## src/rtl/wdog_pkg.sv

```systemverilog
package wdog_pkg;
  localparam int unsigned BASE_W_DEF = 8;
  localparam int unsigned SCL_W_DEF  = 8;
  localparam int unsigned SEL_W_DEF  = 3;

  // Width of a tap exponent able to hold 0..scl_w
  function automatic int unsigned exp_width(input int unsigned scl_w);
    return $clog2(scl_w + 1);
  endfunction
endpackage

```

## src/rtl/wdog_base_ctr.sv

```systemverilog
module wdog_base_ctr #(
  parameter int unsigned W = 8
) (
  input  logic clk,
  input  logic rst_n,
  input  logic en_i,
  input  logic tick_i,
  input  logic restart_i,
  output logic ovf_o
);
  logic [W-1:0] cnt_q;

  always_ff @(posedge clk or negedge rst_n) begin
    if (!rst_n)                 cnt_q <= '0;
    else if (restart_i || !en_i) cnt_q <= '0;
    else if (tick_i)            cnt_q <= cnt_q + 1'b1;
  end

  // a restart in the same cycle wins over the wrap
  assign ovf_o = en_i && tick_i && !restart_i && (&cnt_q);
endmodule

```

## src/rtl/wdog_scaler.sv

```systemverilog
module wdog_scaler #(
  parameter int unsigned W     = 8,
  parameter int unsigned EXP_W = 4
) (
  input  logic             clk,
  input  logic             rst_n,
  input  logic             clr_i,
  input  logic             in_tick_i,
  input  logic [EXP_W-1:0] exp_i,
  output logic             out_tick_o
);
  logic [W-1:0] cnt_q;
  logic [W:0]   tap_hit;

  always_ff @(posedge clk or negedge rst_n) begin
    if (!rst_n)          cnt_q <= '0;
    else if (clr_i)      cnt_q <= '0;
    else if (in_tick_i)  cnt_q <= cnt_q + 1'b1;
  end

  // tap k fires when the low k bits are all ones (ratio 2^k)
  assign tap_hit[0] = 1'b1;
  for (genvar k = 1; k <= W; k++) begin : g_tap
    assign tap_hit[k] = &cnt_q[k-1:0];
  end

  logic sel_hit;
  always_comb begin
    sel_hit = 1'b0;
    for (int k = 0; k <= W; k++) begin
      if (exp_i == EXP_W'(k)) sel_hit = tap_hit[k];
    end
  end

  assign out_tick_o = in_tick_i && !clr_i && sel_hit;
endmodule

```

## src/rtl/wdog_event.sv

```systemverilog
module wdog_event (
  input  logic clk,
  input  logic rst_n,
  input  logic timeout_i,
  input  logic asleep_i,
  input  logic clear_i,
  output logic rst_req_o,
  output logic wake_req_o,
  output logic to_n_o
);
  always_ff @(posedge clk or negedge rst_n) begin
    if (!rst_n) begin
      rst_req_o  <= 1'b0;
      wake_req_o <= 1'b0;
      to_n_o     <= 1'b1;
    end else begin
      rst_req_o  <= timeout_i && !asleep_i;
      wake_req_o <= timeout_i && asleep_i;
      if (timeout_i)    to_n_o <= 1'b0;
      else if (clear_i) to_n_o <= 1'b1;
    end
  end
endmodule

```

## src/rtl/wdog_shared_scaler.sv

```systemverilog
module wdog_shared_scaler
  import wdog_pkg::*;
#(
  parameter int unsigned BASE_W = BASE_W_DEF,
  parameter int unsigned SCL_W  = SCL_W_DEF,
  parameter int unsigned SEL_W  = SEL_W_DEF
) (
  input  logic             clk,
  input  logic             rst_n,
  input  logic             wd_tick_i,
  input  logic             wd_en_i,
  input  logic             scl_to_wd_i,
  input  logic [SEL_W-1:0] rate_sel_i,
  input  logic             tmr_src_tick_i,
  input  logic             clear_stb_i,
  input  logic             sleep_stb_i,
  input  logic             asleep_i,
  output logic             rst_req_o,
  output logic             wake_req_o,
  output logic             to_n_o,
  output logic             tmr_tick_o
);
  localparam int unsigned EXP_W = exp_width(SCL_W);

  logic             restart;
  logic             base_ovf;
  logic             scl_clr;
  logic             scl_in;
  logic             scl_out;
  logic             timeout;
  logic [EXP_W-1:0] tap_exp;

  assign restart = clear_stb_i || sleep_stb_i;
  assign scl_clr = restart && scl_to_wd_i;
  assign scl_in  = scl_to_wd_i ? base_ovf : tmr_src_tick_i;
  // watchdog side starts at 1:1, timer side at 1:2
  assign tap_exp = scl_to_wd_i ? EXP_W'(rate_sel_i) : EXP_W'(rate_sel_i) + 1'b1;

  wdog_base_ctr #(.W(BASE_W)) base_i (
    .clk       (clk),
    .rst_n     (rst_n),
    .en_i      (wd_en_i),
    .tick_i    (wd_tick_i),
    .restart_i (restart),
    .ovf_o     (base_ovf)
  );

  wdog_scaler #(.W(SCL_W), .EXP_W(EXP_W)) scaler_i (
    .clk        (clk),
    .rst_n      (rst_n),
    .clr_i      (scl_clr),
    .in_tick_i  (scl_in),
    .exp_i      (tap_exp),
    .out_tick_o (scl_out)
  );

  assign timeout    = scl_to_wd_i ? scl_out : base_ovf;
  assign tmr_tick_o = scl_to_wd_i ? tmr_src_tick_i : scl_out;

  wdog_event event_i (
    .clk        (clk),
    .rst_n      (rst_n),
    .timeout_i  (timeout),
    .asleep_i   (asleep_i),
    .clear_i    (clear_stb_i),
    .rst_req_o  (rst_req_o),
    .wake_req_o (wake_req_o),
    .to_n_o     (to_n_o)
  );
endmodule

```

## config.mk

```make
export PLATFORM = sky130hd
export DESIGN_NAME = wdog_shared_scaler
export DESIGN_NICKNAME = d
export VERILOG_FILES = /design/src/rtl/wdog_pkg.sv /design/src/rtl/wdog_base_ctr.sv /design/src/rtl/wdog_scaler.sv /design/src/rtl/wdog_event.sv /design/src/rtl/wdog_shared_scaler.sv
export SDC_FILE = /design/constraint.sdc
export NUM_CORES = 1
export LEC_CHECK = 0
export BUFFER_PORTS_ARGS = -buffer_cell sky130_fd_sc_hd__buf_2
export CORE_MARGIN = 2
export CORE_UTILIZATION = 55
export CTS_BUF_LIST = sky130_fd_sc_hd__clkbuf_4 sky130_fd_sc_hd__clkbuf_8 sky130_fd_sc_hd__clkbuf_16
export DETAILED_ROUTE_END_ITERATION = 8
export PLACE_DENSITY = 0.74
export RECOVER_POWER = 25
export SLEW_MARGIN = 30
export SYNTH_ARGS = -nofsm -noshare
export SYNTH_HDL_FRONTEND = slang
export SYNTH_HIERARCHICAL = 1
export SYNTH_SLANG_ARGS = --single-unit
```

## constraint.sdc

```tcl
create_clock -name clk -period 3.44 [get_ports clk]
set_input_delay 0.172 -clock clk [delete_from_list [all_inputs] [get_ports clk]]
set_output_delay 0.172 -clock clk [all_outputs]
set_load 0.02 [all_outputs]
```

Word-level counts from Yosys, hierarchy flattened
Index checks and enable logic that the tools add are counted.
- logic and storage cells: 61
- bits of input ports: 12
- bits in registers: 19
- reduce and logical (&&, ||, !) cells: 26
- eq/ne operators: 8
- $add $sub $neg: 3
- muxes and demuxes: 19
- operators by type and width (operator ; count):
    8-bit 2-to-1 mux ; 4
    8-bit by 1-bit adder with 8-bit output, second input constant ; 2
    4-bit by 3-bit equality test with 1-bit output, second input constant ; 4
    8-bit AND reduction ; 2
    1-bit 2-to-1 mux ; 14
    4-bit by 2-bit equality test with 1-bit output, second input constant ; 2
    1-bit logical AND ; 8
    7-bit AND reduction ; 1
    6-bit AND reduction ; 1
    2-bit nonzero test ; 3
    5-bit AND reduction ; 1
    3-bit by 1-bit adder with 4-bit output, second input constant ; 1
    4-bit by 1-bit equality test with 1-bit output, second input constant ; 1
    4-bit equality test, second input constant ; 1
    1-bit logical NOT ; 4
    4-bit logical NOT ; 1
    4-bit 2-to-1 mux ; 1
    4-bit AND reduction ; 1
    3-bit AND reduction ; 1
    1-bit logical OR ; 2
    2-bit AND reduction ; 1

Longest topological paths before layout
- depth after elaboration: 15
- mapped depth: 10
- depth with buffers taken out: 10

Cells and area by module
The synthesis kept the hierarchy.
- modules (own cells, without submodules) (module ; instances ; area an instance (µm²) ; sequential area each (µm²) ; cells each):
    wdog_scaler ; 1 ; 499.2 ; 200.2 ; 51
    wdog_base_ctr ; 1 ; 404.1 ; 200.2 ; 40
    wdog_shared_scaler ; 1 ; 140.1 ; 0.0 ; 12
    wdog_event ; 1 ; 102.6 ; 76.3 ; 6

Worst setup path after synthesis
Ideal clock, no wire load.
- path kind: flip-flop to output port
- start point: register base_i.cnt_q[0]
- end point: output tmr_tick_o
- path slack: 1423 ps
- data arrival time: 1845 ps
- cell stages (with the launch flop): 9
- data required time: 3268 ps
- path buffers: 1
- cell sequence: dfrtp_1 > ha_1 > nand3_1 > nor4_1 > mux2_4 > buf_6 > o2111ai_1 > a211oi_2 > mux2_4
- longest elaborated chain between the ends: 6
- RTL lines (item ; line ; RTL):
    from (decl) ; wdog_base_ctr.sv:11 ; logic [W-1:0] cnt_q;
    from (signal assigned) ; wdog_base_ctr.sv:16 ; else if (tick_i) cnt_q <= cnt_q + 1'b1;
    8-bit AND reduction ; wdog_base_ctr.sv:20 ; assign ovf_o = en_i && tick_i && !restart_i && (&cnt_q);
    1-bit logical AND ; wdog_base_ctr.sv:20 ;
    via base_ovf ; wdog_shared_scaler.sv:26 ; logic base_ovf;
    1-bit 2-to-1 mux ; wdog_shared_scaler.sv:35 ; assign scl_in = scl_to_wd_i ? base_ovf : tmr_src_tick_i;
    via scl_in ; wdog_shared_scaler.sv:28 ; logic scl_in;
    1-bit logical AND (2 in a row) ; wdog_scaler.sv:35 ; assign out_tick_o = in_tick_i && !clr_i && sel_hit;
    via scl_out ; wdog_shared_scaler.sv:29 ; logic scl_out;
    1-bit 2-to-1 mux ; wdog_shared_scaler.sv:58 ; assign tmr_tick_o = scl_to_wd_i ? tmr_src_tick_i : scl_out;
    to (decl) ; wdog_shared_scaler.sv:21 ; output logic tmr_tick_o
The timed path passes the listed nets, and every way through them passes these cells.

Final worst setup path
Ends and elaborated chain as after synthesis.

==> metrics.csv <==
stage,metric,value,unit
outcome,status,finished clean,
worst_setup_path,start_kind,register,
placement,place.port_buffers,15,
clock_network,clock_path_buffers,2,
flow_run,cap_violations,0,
synthesis,synthCells,109,
min_path,whs_path_depth,2,
power_and_ir_drop,p_leak,0.000583,µW
finish,seq_area,477,µm²
finish,final_common_cell,dfrtp_1,
routing,ant_nets,0,
worst_setup_path,critPathRequiredTime,3.27,ns
grt,grt_max_degree,20,
grt,grt_pass1_wl,3610,µm
worst_setup_path,timing.rr.end,event_i/to_n_o,
worst_setup_path,end_kind,primary output,
sta,relSlewSlack,0.333,
sta,grt_setup_unrepaired,false,
finish,drive_gt1_frac,0.258,
sta,period_share,0.792,
clock_network,insertion_delay,0.30,ns
floorplan,io_pins,16,
routing,drt_wl_total,1930,µm
synthesis,yosysWarnings,6,
finish,antennaDiodeCount,0,
synthesis,ys_seq_area_frac,0.416,
floorplan,core,1960,µm²
clock_network,cts.clk_slew.worst_paths,0.12,ns
synthesis,async_flop_share,1.00,
worst_setup_path,cp.arrival,2.55,ns
synthesis,syn_nets,126,
worst_setup_path,rr_worst_depth,8,
power_and_ir_drop,p_total,404,µW
finish,num-fill-cells,181,
synthesis,synth_cell_types,34,
power_and_ir_drop,max-vdd-ir-drop,0.199,mV
synthesis,synth_ff_type,dfrtp_1,
grt,met3_usage,0.0424,
routing,drt-initial-drc-count,14,
clock_network,cts_tree,done,
sta,finalClockSkew,0.00920,ns
synthesis,yosys_register_bits,19,
grt,grt_pass1_vias,837,
finish,final_cell_mix,"dfrtp_1, buf_2, nor2_1",
routing,wl_per_cell,12.8,µm
grt,gr-usage-all-layers,0.189,
floorplan,num_rows,16,
sta,setup_slack,0.714,ns
floorplan,die_width,49.7,µm
finish,nNetsFinal,142,
synthesis,synth-edff-count,0,
worst_setup_path,r2r_start,base_i/cnt_q[0],
sta,final_max_slew_viol_count,0,
floorplan,die_area,2470,µm²
worst_setup_path,reg2reg_slack,1.13,ns
sta,max_freq,367,MHz
synthesis,synthesis.area,1150,µm²
sta,hold_violations,0,
worst_setup_path,worstPathMaxFanout,7,
grt,grt_overflow,0,
placement,dpl_worst_slack,1.04,ns
routing,route.detailed.drc,0,
sta,fin_crit,2.73,ns
power_and_ir_drop,p_per_area,321,nW/µm²
routing,vias,835,
finish,synthToLayoutAreaGrowth,9.61,%
routing,via_per_inst,5.53,
routing,dr.pass1.iters,4,
floorplan,dieHeight,49.7,µm
clock_network,cts-root-buf,clkbuf_4,
finish,multi_input_area,613,µm²
synthesis,synth_area_per_cell,10.5,µm²
worst_setup_path,crit_type,register to primary output,
grt,top_usage_layer,met2,
grt,met1_usage,0.239,
sta,worstMarginPinSlew,1.00,ns
grt,antenna_found_initial,0,
placement,dp.final_hpwl,1480,µm
sta,fin_tns_setup,0,ns
grt,use_met2,0.311,
clock_network,cts_buffers,3,
sta,setup_violations,0,
placement,place_congestion,0.865,
min_path,hp-class,input port to register,
worst_setup_path,crit_end,tmr_tick_o,
worst_setup_path,crit_start,base_i/cnt_q[0],
clock_network,clkSinkCount,19,
clock_network,h-tree-depth,1,
floorplan,initial_core_util,0.584,
==> per-layer routing <==
| metal | part of all wire | vias to the layer above |
|---|---|---|
| li1 | - | 411 |
| met2 | 0.46 | 26 |
| met4 | 0.017 | 0 |
| met5 | 0 | - |
| met1 | 0.46 | 392 |
| met3 | 0.056 | 6 |
==> final cells by class <==
| cell class | instances | share of cell area |
|---|---|---|
| Clock buffer | 3 | 0.0179 |
| Tap cell | 27 | 0.0269 |
| Clock inverter | 1 | 0.00598 |
| Sequential cell | 19 | 0.379 |
| Multi-Input combinational cell | 80 | 0.488 |
| Timing Repair Buffer | 16 | 0.0667 |
| Inverter | 5 | 0.0149 |
==> stage by stage <==
step                hold WS (ns)  cells  cell area, µm²   util
floorplan                 -0.124    109            1150      -
global placement           0.125    146            1220  0.621
detailed placement         0.130    146            1220  0.621
CTS                       0.0947    151            1260  0.641
global route              0.0998    151            1260  0.640
finish                     0.102    151            1260  0.640
==> synth_stat cells (all sizes together) (2+ instances only) <==
cell type	instances	area [µm²]
ha	5	62.6
nand2	4	15.0
or3	3	18.8
a21oi	6	30.0
xor2	6	52.6
mux2i	5	50.1
xnor2	5	43.8
mux2	4	60.1
and2	3	21.3
clkbuf	2	7.51
nand3	5	25.0
inv	5	18.8
o21ai	4	20.0
buf	3	30.0
nand2b	2	20.0
nand4	4	40.0
nor2	13	48.8
dfrtp	18	450
==> critical path: stages (launching register included) <==
cell       delay [ns]
dfrtp_1          0.44
ha_1             0.22
nand3_1          0.12
nor4_1           0.38
mux2_4           0.30
o2111ai_1        0.16
a211oi_2         0.30
mux2_4           0.19
buf_2            0.15
==> report_power, final <==
group	internal, µW	total (µW)	switching (µW)
sequential	228	232	4.17
clock	44.2	114	70.2
combinational	25.2	57.4	32.2
total	297	404	107
==> cell families (layout without fill, tap and decap cells) <==
kind of cell,count (synthesis),after routing,share of synthesized area
xor gates and xnor gates,11,11,0.0841
AOI/OAI and AO/OA,16,16,0.0972
and+or+nand+nor,39,39,0.203
buffers and inverters,10,25,0.0491
adders and majority gates,5,5,0.0546
DFF,19,19,0.416
muxes,9,9,0.0961
==> sequential cells by signal (all words and copies together), names as in the netlist <==
name	count
base_i/cnt_q	8
event_i/rst_req_o	1
event_i/to_n_o	1
event_i/wake_req_o	1
scaler_i/cnt_q	8
==> how the worst min path moves through the flow <==
stage                     startpoint                  to  slack, ns
final                       asleep_i  event_i/wake_req_o       0.10
after global routing        asleep_i  event_i/wake_req_o        0.1
after CTS                   asleep_i  event_i/wake_req_o       0.09
after detailed placement       rst_n     base_i/cnt_q[1]       0.13
after global placement         rst_n     base_i/cnt_q[3]       0.12
after floorplan                rst_n     base_i/cnt_q[0]      -0.12
==> repair_timing <==
| action | 4_1_cts | 5_1_grt |
|---|---|---|
| setup buffers | 0 | 0 |
| endpoints found under the hold margin | 18 | 0 |
| hold buffers | 1 | 0 |
| gates resized for setup | 0 | 0 |
(Power assumes the default switching activity.)
